===== config.mk =====
export PLATFORM = sky130hd
export DESIGN_NAME = fm_freq_meter
export DESIGN_NICKNAME = d
export VERILOG_FILES = /design/src/rtl/fm_pkg.sv /design/src/rtl/fm_sync_edge.sv /design/src/rtl/fm_gate_timer.sv /design/src/rtl/fm_event_counter.sv /design/src/rtl/fm_freq_meter.sv
export SDC_FILE = /design/constraint.sdc
export NUM_CORES = 1
export LEC_CHECK = 0
export BUFFER_PORTS_ARGS = -buffer_cell sky130_fd_sc_hd__buf_2
export CAP_MARGIN = 40
export CORE_MARGIN = 10
export CORE_UTILIZATION = 25
export DETAILED_ROUTE_END_ITERATION = 16
export PLACE_DENSITY = 0.4
export SLEW_MARGIN = 20
export SYNTH_ARGS = -nofsm -noshare
export SYNTH_HDL_FRONTEND = slang
export SYNTH_HIERARCHICAL = 1
export SYNTH_SLANG_ARGS = --single-unit

===== constraint.sdc =====
create_clock -name clk -period 3.7 [get_ports clk]
set_clock_uncertainty 0.2 [all_clocks]
set_input_delay 0.37 -clock clk [delete_from_list [all_inputs] [get_ports clk]]
set_output_delay 0.37 -clock clk [all_outputs]
set_load 0.02 [all_outputs]

===== src/rtl/fm_pkg.sv =====
package fm_pkg;

  typedef enum logic [1:0] {
    GATE_C0 = 2'b00,
    GATE_C1 = 2'b01,
    GATE_C2 = 2'b10,
    GATE_C3 = 2'b11
  } gate_code_e;

  localparam logic [1:0] MODE_FREQ = 2'b00;

  function automatic int unsigned gate_ticks(
    input gate_code_e  code,
    input int unsigned t0,
    input int unsigned t1,
    input int unsigned t2,
    input int unsigned t3
  );
    case (code)
      GATE_C0: return t0;
      GATE_C1: return t1;
      GATE_C2: return t2;
      default: return t3;
    endcase
  endfunction

  function automatic int unsigned max4(
    input int unsigned a,
    input int unsigned b,
    input int unsigned c,
    input int unsigned d
  );
    int unsigned m;
    m = a;
    if (b > m) m = b;
    if (c > m) m = c;
    if (d > m) m = d;
    return m;
  endfunction

endpackage


===== src/rtl/fm_sync_edge.sv =====
module fm_sync_edge #(
  parameter int STAGES = 2
) (
  input  logic clk,
  input  logic rst_n,
  input  logic async_i,
  output logic rise_o
);

  logic [STAGES-1:0] stg_q;
  logic              prev_q;

  genvar g;
  generate
    for (g = 0; g < STAGES; g++) begin : g_stage
      if (g == 0) begin : g_first
        always_ff @(posedge clk or negedge rst_n) begin
          if (!rst_n) stg_q[0] <= 1'b0;
          else        stg_q[0] <= async_i;
        end
      end else begin : g_next
        always_ff @(posedge clk or negedge rst_n) begin
          if (!rst_n) stg_q[g] <= 1'b0;
          else        stg_q[g] <= stg_q[g-1];
        end
      end
    end
  endgenerate

  always_ff @(posedge clk or negedge rst_n) begin
    if (!rst_n) prev_q <= 1'b0;
    else        prev_q <= stg_q[STAGES-1];
  end

  assign rise_o = stg_q[STAGES-1] & ~prev_q;

  // a rising edge pulse never lasts two cycles
  assert_single_pulse_R3: assert property (@(posedge clk) disable iff (!rst_n)
    rise_o |=> !rise_o);

endmodule


===== src/rtl/fm_gate_timer.sv =====
module fm_gate_timer #(
  parameter int TW = 12
) (
  input  logic          clk,
  input  logic          rst_n,
  input  logic          go_i,
  input  logic          tick_i,
  input  logic [TW-1:0] lim_m1_i,
  output logic          busy_o,
  output logic          close_o
);

  logic [TW-1:0] tcnt_q;
  logic          busy_q;
  logic          last_tick;

  assign last_tick = busy_q && tick_i && (tcnt_q == lim_m1_i);
  assign close_o   = last_tick && !go_i;
  assign busy_o    = busy_q;

  always_ff @(posedge clk or negedge rst_n) begin
    if (!rst_n) begin
      busy_q <= 1'b0;
      tcnt_q <= '0;
    end else if (go_i) begin
      busy_q <= 1'b1;
      tcnt_q <= '0;
    end else if (busy_q && tick_i) begin
      if (last_tick) begin
        busy_q <= 1'b0;
        tcnt_q <= '0;
      end else begin
        tcnt_q <= tcnt_q + 1'b1;
      end
    end
  end

  // the strobe counter never runs past the selected window
  assert_gate_bound_R2: assert property (@(posedge clk) disable iff (!rst_n)
    busy_q |-> (tcnt_q <= lim_m1_i));

  // an idle timer does not move its counter
  assert_idle_quiet_R2: assert property (@(posedge clk) disable iff (!rst_n)
    (!busy_q && !go_i) |=> (tcnt_q == '0));

endmodule


===== src/rtl/fm_event_counter.sv =====
module fm_event_counter #(
  parameter int W = 20
) (
  input  logic         clk,
  input  logic         rst_n,
  input  logic         clr_i,
  input  logic         inc_i,
  output logic [W-1:0] cnt_o,
  output logic         ovf_o
);

  localparam logic [W-1:0] CNT_MAX = {W{1'b1}};

  logic [W-1:0] cnt_q;
  logic         ovf_q;

  always_ff @(posedge clk or negedge rst_n) begin
    if (!rst_n) begin
      cnt_q <= '0;
      ovf_q <= 1'b0;
    end else if (clr_i) begin
      cnt_q <= '0;
      ovf_q <= 1'b0;
    end else if (inc_i) begin
      if (cnt_q == CNT_MAX) ovf_q <= 1'b1;
      else                  cnt_q <= cnt_q + 1'b1;
    end
  end

  assign cnt_o = cnt_q;
  assign ovf_o = ovf_q;

  // saturation is sticky and the count stays at the top
  assert_sat_sticky_R7: assert property (@(posedge clk) disable iff (!rst_n)
    (ovf_q && !clr_i) |=> (ovf_q && cnt_q == CNT_MAX));

  // overflow is only ever seen with a full count
  assert_no_wrap_R7: assert property (@(posedge clk) disable iff (!rst_n)
    ovf_q |-> (cnt_q == CNT_MAX));

endmodule


===== src/rtl/fm_freq_meter.sv =====
module fm_freq_meter
  import fm_pkg::*;
#(
  parameter int          CNT_W       = 20,
  parameter int          SYNC_STAGES = 2,
  parameter int unsigned TICKS_C0    = 75,
  parameter int unsigned TICKS_C1    = 300,
  parameter int unsigned TICKS_C2    = 600,
  parameter int unsigned TICKS_C3    = 2400
) (
  input  logic             clk,
  input  logic             rst_n,
  input  logic             cfg_we_i,
  input  logic [1:0]       cfg_mode_i,
  input  logic [1:0]       cfg_gate_i,
  input  logic             start_i,
  input  logic             tick_i,
  input  logic             count_block_i,
  input  logic             sig_i,
  output logic             busy_o,
  output logic             done_o,
  output logic [CNT_W-1:0] result_o,
  output logic             ovf_o
);

  localparam int unsigned TICKS_MAX = max4(TICKS_C0, TICKS_C1, TICKS_C2, TICKS_C3);
  localparam int          TW        = $clog2(TICKS_MAX + 1);

  logic [1:0]    mode_q;
  gate_code_e    gate_q;
  gate_code_e    gate_run_q;
  logic          done_q;
  logic          go;
  logic          rise;
  logic          close;
  logic          busy;
  logic          inc;
  logic [TW-1:0] lim_m1;

  // configuration register
  always_ff @(posedge clk or negedge rst_n) begin
    if (!rst_n) begin
      mode_q <= MODE_FREQ;
      gate_q <= GATE_C0;
    end else if (cfg_we_i) begin
      mode_q <= cfg_mode_i;
      gate_q <= gate_code_e'(cfg_gate_i);
    end
  end

  assign go = start_i && (mode_q == MODE_FREQ);

  // window code captured at start
  always_ff @(posedge clk or negedge rst_n) begin
    if (!rst_n)  gate_run_q <= GATE_C0;
    else if (go) gate_run_q <= gate_q;
  end

  assign lim_m1 = TW'(gate_ticks(gate_run_q, TICKS_C0, TICKS_C1, TICKS_C2, TICKS_C3) - 1);

  fm_sync_edge #(.STAGES(SYNC_STAGES)) u_sync (
    .clk    (clk),
    .rst_n  (rst_n),
    .async_i(sig_i),
    .rise_o (rise)
  );

  fm_gate_timer #(.TW(TW)) u_gate (
    .clk     (clk),
    .rst_n   (rst_n),
    .go_i    (go),
    .tick_i  (tick_i),
    .lim_m1_i(lim_m1),
    .busy_o  (busy),
    .close_o (close)
  );

  assign inc = busy && rise && !count_block_i;

  fm_event_counter #(.W(CNT_W)) u_cnt (
    .clk  (clk),
    .rst_n(rst_n),
    .clr_i(go),
    .inc_i(inc),
    .cnt_o(result_o),
    .ovf_o(ovf_o)
  );

  always_ff @(posedge clk or negedge rst_n) begin
    if (!rst_n)     done_q <= 1'b0;
    else if (go)    done_q <= 1'b0;
    else if (close) done_q <= 1'b1;
  end

  assign done_o = done_q;
  assign busy_o = busy;

  assert_excl_R9: assert property (@(posedge clk) disable iff (!rst_n)
    !(busy && done_q));

  assert_mode_ignore_R4: assert property (@(posedge clk) disable iff (!rst_n)
    (start_i && mode_q != MODE_FREQ && !busy) |=> (done_q == $past(done_q) && !busy));

  assert_start_clears_R5: assert property (@(posedge clk) disable iff (!rst_n)
    go |=> (!done_q && result_o == '0 && !ovf_o && busy));

  assert_block_hold_R6: assert property (@(posedge clk) disable iff (!rst_n)
    (count_block_i && !go) |=> $stable(result_o));

  assert_idle_hold_R3: assert property (@(posedge clk) disable iff (!rst_n)
    (!busy && !go) |=> $stable(result_o));

endmodule


======== Word level (Yosys, flattened, before mapping) ========
Cells that the tools add are included.
word-level totals
  output and inout port bits .............. 23
  input port bits ......................... 11
  RAM bits ................................ 0
  latch bits .............................. 0
  memory bits (read-only) ................. 0
  memories ................................ 0
  logic and storage cells ................. 54
  register bits ........................... 44
cells by class
  add/subtract/negate cells ............... 3
  order comparisons ....................... 0
  reductions and logical operators ........ 18
  bitwise logic cells ..................... 2
  eq/ne operators ......................... 5
  shifts and indexed selects .............. 0
  muxes and demuxes ....................... 15
  multipliers ............................. 0
  div/mod/pow operators ................... 0
operator list
  cell                   number
  $mux 20                3
  $mux 12                3
  $pmux 12 s3            1
  $add 20x1->20 const B  1
  $eq 20x20->1 const B   1
  $add 12x1->12 const B  1
  $eq 12x12->1           1
  $sub 12x1->12 const B  1
  $reduce_bool 2->1      5
  $mux 1                 8
  $logic_and 1x1->1      6
  $reduce_and 2->1       3
  $logic_not 2->1        2
  $eq 2x1->1 const B     1
  $eq 2x2->1 const B     1
  $logic_not 1->1        2
  $ne 2x2->1 const B     1
  $and 1x1->1            1
  $not 1->1              1

======== Longest topological paths before layout ========
Gate-level depths: netlist of run 1.
  word-level depth ........................ 8
  gate-level depth with buffers ........... 9
  mapped depth without buffers ............ 9

======== By module ========
Netlist of run 1, hierarchy kept.
by module, submodules not included
  module            area an instance (µm²)  cells each  sequential area each (µm²)  times used
  fm_event_counter  1365.1                  136         525.5                       1
  fm_gate_timer     867.1                   90          325.3                       1
  fm_freq_meter     346.6                   31          175.2                       1
  fm_sync_edge      88.8                    4           75.1                        1

======== Worst setup path after synthesis of run 1 ========
OpenSTA, ideal clock, no wires.
  path type ............................... flip-flop to flip-flop
  from .................................... reg mode_q[1]
  to ...................................... reg u_gate.tcnt_q[11]
  buffers on the path ..................... 1
  period minus slack after synthesis ...... 2350 ps
  stages on the path, launching flop included .. 7
  arrival time ............................ 2063 ps
  slack ................................... 1350 ps
  setup time .............................. 87 ps
  path through ............................ dfrtp_1 > nor3b_4 > buf_6 > a21oi_4 > or3b_4 > or4_4 > a211oi_2
on the way
  cells in the longest elaborated chain, start to end .. 3
  elaborated cells between the ends (all ways) .. 4
  those cells by class .................... mux: 1; reduce/logical: 3
RTL lines
  what                                                 line                 RTL
  start: declaration                                   fm_freq_meter.sv:29  logic [1:0] mode_q;
  start signal: assignment                             fm_freq_meter.sv:46  mode_q <= cfg_mode_i;
  $logic_not 2->1 (*)                                  fm_freq_meter.sv:51  assign go = start_i && (mode_q == MODE_FREQ);
  $logic_and 1x1->1 (*)                                fm_freq_meter.sv:51
  net go                                               fm_freq_meter.sv:33  logic go;
  $mux 12 / $reduce_bool 2->1 (equally long branches)  --
  end signal: assignment                               fm_gate_timer.sv:33  tcnt_q <= tcnt_q + 1'b1;
  end: declaration                                     fm_gate_timer.sv:13  logic [TW-1:0] tcnt_q;
The timed path passes the listed nets; every way through them passes the cells marked *.
A chain may end at the register's enable or synchronous reset.

======== Worst setup path in the final report of run 1 ========
  from .................................... reg u_gate.busy_q (netlist: u_gate/busy_o)
  to ...................................... reg u_cnt.cnt_q[19] (netlist: u_cnt/cnt_o[19])
on the way
  cells in the longest elaborated chain, start to end .. 4
RTL lines
  what                                line                    RTL
  start: declaration                  fm_gate_timer.sv:14     logic busy_q;
  start signal: assignment            fm_gate_timer.sv:23     busy_q <= 1'b0;
  start signal: assignment            fm_gate_timer.sv:26     busy_q <= 1'b1;
  start signal: assignment            fm_gate_timer.sv:30     busy_q <= 1'b0;
  $logic_and 1x1->1 (2 in series)     fm_freq_meter.sv:78     assign inc = busy && rise && !count_block_i;
  net inc                             fm_freq_meter.sv:37     logic inc;
  $reduce_bool 2->1 (no source line)  --
  $reduce_and 2->1 (no source line)   --
  end signal: assignment              fm_event_counter.sv:26  else cnt_q <= cnt_q + 1'b1;
  end: declaration                    fm_event_counter.sv:14  logic [W-1:0] cnt_q;
The timed path passes the listed nets, and every way through them passes these cells.

==> flow_metrics.py, run 1 <==
metrics = {
    "outcome": {
        "status": "finished, final reports clean",
    },
    "logic_synthesis": {
        "avgSynthCellArea_um2": 10.2,
        "netlist_top_cells_count": "44 x dfrtp_1, 18 x nand2_1, 18 x nor2_1, 13 x xnor2_1, 12 x nor2b_1",
        "ys_top_cells_by_area": "dfrtp_1 41%, xnor2_1 4.3%, mux2_4 3.9%",
        "ys_ff_latch": 44,
        "seq_area_frac_synth_pct": 41.3,
        "synthCells": 261,
        "ys.flop_type": "dfrtp_1",
        "yosysTopAreaCell": "dfrtp_1",
        "syn-cell-area_um2": 2670,
        "synth_cell_type_count": 59,
        "synth-edff-count": 0,
        "synth_most_common_cell": "dfrtp_1",
        "synth_top_area_share_pct": 41.3,
        "ys.warnings.count": 6,
        "async_flop_share_pct": 100,
    },
    "timing": {
        "tightestPinTransition_ps": 849,
        "maxSlewHeadroom_pct": 43.0,
        "setup_viol": 0,
        "period_minus_slack_ps": 2400,
        "finalCritPeriodShare_pct": 64.8,
        "hold_viol_final": 0,
        "final.setup.tns_ps": 0,
        "finalMaxSlewViolations": 0,
        "rsz0062_at_grt": "no",
        "fmax_mhz": 417,
    },
    "global_route": {
        "antenna_found_initial": 0,
        "grt_util_all_layers_pct": 8.95,
        "grt.overflow.total": 0,
        "grt_pass1_wl_mm": 11.0,
        "grt_start_max_net_pins": 53,
        "grt_pass1_vias": 1996,
    },
    "min_path": {
        "hold_class": "in -> reg",
        "hold_depth": 2,
        "min_to": "mode_q[1]",
        "hp-start": "cfg_mode_i[1]",
    },
    "final_layout": {
        "diodes": 0,
        "syn_to_final_growth_pct": 15.2,
        "nets": 309,
        "fill_cells": 1136,
        "finalInstanceArea_um2": 3070,
        "drive_gt1_share_pct": 27.0,
    },
    "route": {
        "drtAntennaViolNets": 0,
        "post_drt_via_cell_ratio": 4.62,
        "firstDrtPassIters": 4,
        "drc_errors": 0,
        "dr.first_iter.drc_count": 99,
        "wl_per_cell_um": 15.2,
        "wl_mm": 6.51,
        "vias": 1984,
    },
    "setup_path": {
        "worstReg2RegEnd": "u_cnt/cnt_o[19]",
        "rr_startpoint": "u_gate/busy_o",
        "worstPathRequired_ps": 3670,
        "rrSetupSlack_ps": 1300,
        "cp-start-kind": "flop",
        "cp-end-kind": "flop",
        "critPathMaxFanout": 6,
        "reg2reg_depth": 6,
        "worst_ep_arrival_time_ps": 2370,
        "crit_type": "reg -> reg",
    },
    "clock_tree": {
        "cts_resized": 0,
        "post_cts_buffers": 0,
        "clkTransAtPathRegs_ps": 80,
        "clk_latency_ps": 290,
        "clock-sinks": 44,
        "cts_max_level": 2,
        "cts_tree": "done",
        "root_buffer": "clkbuf_8",
        "cts_buffers": 5,
        "clockBufferDepth": 2,
    },
    "placed_design": {
        "port_buffers": 33,
        "hpwl_mm": 4.77,
        "place_congestion": 0.768,
        "post_dp_cell_area_um2": 2990,
    },
    "floorplanning": {
        "core-area_um2": 10400,
        "rows": 37,
        "io_pins": 34,
        "dieWidth_um": 123,
        "die-area_um2": 15200,
        "die_y_um": 123,
        "start_util_pct": 25.7,
    },
    "pwr": {
        "cellPowerDensity_nw_per_um2": 362,
        "peakVddDrop_mv": 0.159,
        "p_leak_nw": 1.30,
    },
    "run": {
        "max_cap_viol_count": 0,
    },
}
cells by family after synthesis:
family / after synthesis / synth area share (%)
XOR/XNOR: 18 / 5.91
other: 2 / 0.282
AO/OA/AOI/OAI: 33 / 8.68
AND/OR/NAND/NOR: 125 / 30.7
buffers and inverters: 18 / 3.19
multiplexers: 18 / 8.54
flip-flops: 44 / 41.3
adder cells (fa/ha/maj): 3 / 1.41
flip-flops by register name (all words and copies together), names as in the netlist:
signal / count
u_cnt/cnt_o: 20
u_gate/tcnt_q: 12
gate_q: 2
gate_run_q: 2
mode_q: 2
u_sync/stg_q: 2
done_o: 1
u_cnt/ovf_o: 1
u_gate/busy_o: 1
u_sync/prev_q: 1
final cells by class:
cell class | instances | area [um^2] | area share, %
sequential | 44 | 1100 | 35.8
clock buffer | 5 | 68.8 | 2.24
timing repair buffer | 38 | 220 | 7.16
tap | 136 | 170 | 5.54
multi-input combinational | 200 | 1490 | 48.5
inverter | 6 | 22.5 | 0.733
how the worst max path moves through the flow:
stage,from,to
floorplan,mode_q[1],u_gate/tcnt_q[11]
global placement,u_gate/busy_o,u_cnt/cnt_o[19]
detailed placement,u_gate/busy_o,u_cnt/cnt_o[19]
CTS,u_gate/busy_o,u_cnt/cnt_o[19]
global route,gate_run_q[1],done_o
finish,u_gate/busy_o,u_cnt/cnt_o[19]
per-layer routing:
metal | vias up | track usage (%) | wire length [um]
met5 | - | 0 | 0
met4 | 0 | 2.84 | 54
met3 | 2 | 2.10 | 236
met2 | 26 | 13.0 | 2830
met1 | 959 | 12.7 | 3390
li1 | 997 | - | -
repair_timing:
item / in CTS / in global routing
endpoints found under the setup margin: 0 / 0
hold endpoints to repair: 16 / 0
hold buffers: 2 / 0
through the flow:
stage	hold slack, ps	util (%)	total power (W)	setup slack [ps]	cells
2_1_floorplan	-126	-	0.000780	1350	262
3_3_place_gp	134	28.6	0.000849	1280	421
3_5_place_dp	137	28.8	0.000853	1270	422
4_1_cts	92.4	29.6	0.00115	1260	429
5_1_grt	102	29.6	0.00121	1100	429
6_report	107	29.6	0.00111	1300	429
where the power goes:
group          internal, W  switching, W
sequential        0.000521     0.0000620
clock             0.000122      0.000155
combinational     0.000122      0.000131
total             0.000766      0.000348
critical path: stages, from the launching register on:
cell     delay [ps]
dfrtp_1         480
nand2_1          80
nor2_1          210
and3_1          370
nand4_1         260
nor4_1          320
mux2_1          360
layout by cell type, fill, tap and decap left out, types with 4 or more instances in the layout:
master    instances
nand2b_1          7
and2_1            4
nor2b_1          12
nand2_1          18
a21oi_1           8
mux2_2            6
xor2_1            5
mux2_4            7
o21ai_0           5
mux2_1            4
a21oi_2           5
buf_2            33
nand3_1           5
nor2_1           18
clkbuf_8          5
or3_1             6
inv_1             6
xnor2_1          13
nand4_1           8
a211oi_1          4
dfrtp_1          44
nor3_1           11
No activity file was read; power rests on OpenSTA's default activity.
==> inputs of run 2 (changes only) <==
==> constraint.sdc (replaced) <==
create_clock -name clk -period 2.45 [get_ports clk]
set_clock_uncertainty 0.2 [all_clocks]
set_input_delay 0.245 -clock clk [delete_from_list [all_inputs] [get_ports clk]]
set_output_delay 0.245 -clock clk [all_outputs]
set_load 0.02 [all_outputs]
==> flow_metrics.py, run 2 (same netlist as run 1, synthesis figures left out) <==
metrics = {
    "timing": {
        "finalMaxSlewViolations": 0,
        "hold_viol_final": 0,
        "final.setup.tns_ps": 0,
        "setup_viol": 0,
        "maxSlewHeadroom_pct": 64.0,
        "finalCritPeriodShare_pct": 93.0,
        "tightestPinTransition_ps": 540,
        "rsz0062_at_grt": "no",
        "period_minus_slack_ps": 2280,
        "fmax_mhz": 439,
    },
    "placed_design": {
        "hpwl_mm": 4.73,
        "port_buffers": 33,
        "place_congestion": 0.743,
    },
    "global_route": {
        "grt_pass1_wl_mm": 10.9,
        "grt.overflow.total": 0,
        "grt_start_max_net_pins": 53,
        "antenna_found_initial": 0,
        "grt_pass1_vias": 2059,
        "grt_util_all_layers_pct": 8.84,
    },
    "route": {
        "wl_mm": 6.43,
        "drtAntennaViolNets": 0,
        "drc_errors": 0,
        "firstDrtPassIters": 4,
        "dr.first_iter.drc_count": 75,
        "post_drt_via_cell_ratio": 4.54,
        "vias": 2023,
        "wl_per_cell_um": 14.4,
    },
    "run": {
        "max_cap_viol_count": 0,
    },
    "final_layout": {
        "finish.utilization_pct": 30.8,
        "seq_area_um2": 1100,
        "largest_reg_flops": 20,
        "multi_input_area_um2": 1490,
        "final_common_cell": "dfrtp_1",
        "final_cell_mix": "44 x dfrtp_1, 33 x buf_2, 18 x nand2_1, 18 x nor2_1",
        "fill_cells": 1103,
        "diodes": 0,
        "syn_to_final_growth_pct": 19.9,
        "nets": 323,
        "drive_gt1_share_pct": 29.0,
    },
    "clock_tree": {
        "clk_latency_ps": 300,
        "clkTransAtPathRegs_ps": 80,
        "cts_tree": "done",
        "root_buffer": "clkbuf_8",
        "clockBufferDepth": 2,
        "clock-sinks": 44,
        "cts_max_level": 2,
        "cts_buffers": 5,
    },
    "setup_path": {
        "cp-end-kind": "flop",
        "crit_type": "reg -> reg",
        "critPathMaxFanout": 8,
        "cp-start-kind": "flop",
        "worst_ep_arrival_time_ps": 2240,
        "worstPathRequired_ps": 2410,
    },
    "pwr": {
        "peakVddDrop_mv": 0.247,
        "p_leak_nw": 1.38,
        "cellPowerDensity_nw_per_um2": 552,
    },
    "floorplanning": {
        "io_pins": 34,
        "dieWidth_um": 123,
        "die-area_um2": 15200,
        "start_util_pct": 25.7,
        "core-area_um2": 10400,
        "die_y_um": 123,
        "rows": 37,
    },
    "min_path": {
        "hold_class": "in -> reg",
    },
    "outcome": {
        "status": "finished, final reports clean",
    },
}
-- run 2: what timing repair did --
action	in CTS	in global routing
hold buffers	6	0
buffers inserted	0	3
hold endpoints to repair	49	0
endpoints found under the setup margin	0	1
resized for setup	0	0
-- run 2: final timing paths --
path / from / end / slack, ps / depth (start not counted)
min in group asynchronous: rst_n / u_gate/tcnt_q[0] / 260 / 3
setup reg to reg: gate_run_q[1] / u_gate/tcnt_q[3] / 170 / 9
hold / removal: cfg_we_i / gate_q[0] / 70 / 2
max in group asynchronous: rst_n / u_cnt/cnt_o[7] / 1500 / 3
setup / recovery: gate_run_q[1] / u_gate/tcnt_q[3] / 170 / 9
hold reg to reg: u_sync/stg_q[0] / u_sync/stg_q[1] / 150 / 0
-- run 2: area by class of cell --
class,count,area share (%)
Inverter,6,0.704
Multi-Input combinational cell,200,46.6
Timing Repair Buffer,52,10.1
Sequential cell,44,34.4
Clock buffer,8,2.82
Tap cell,136,5.32
-- run 2: metal layers --
metal / track usage, % / part of all wire [%] / vias up
li1: - / - / 1023
met1: 13.0 / 53 / 968
met2: 12.6 / 42 / 27
met3: 1.73 / 2.8 / 5
met4: 2.84 / 1.4 / 0
met5: 0 / 0 / -
-- run 2: power breakdown --
group / leakage, nW / internal (W) / total [W] / switching, W
combinational: 0.748 / 0.000202 / 0.000410 / 0.000209
clock: 0.0455 / 0.000231 / 0.000483 / 0.000252
sequential: 0.583 / 0.000787 / 0.000873 / 0.0000851
-- run 2: per-stage QoR --
step	cell area, um^2	hold slack, ps	std cells	total power, W	setup slack (ps)
after floorplan	2670	-251	262	0.00118	100
final	3200	66.1	446	0.00177	172
after global placement	3030	54.6	429	0.00129	141
after global routing	3200	60.3	446	0.00190	11.6
after CTS	3180	60.8	443	0.00181	111
after detailed placement	3030	66.2	429	0.00130	149
-- run 2: critical path: stages (launching register included) --
cell	delay, ps
dfrtp_1	400
or2_2	320
ha_1	270
inv_1	60
xnor2_1	100
nand3_1	110
nor4_2	270
buf_4	190
buf_4	150
nor3_1	50
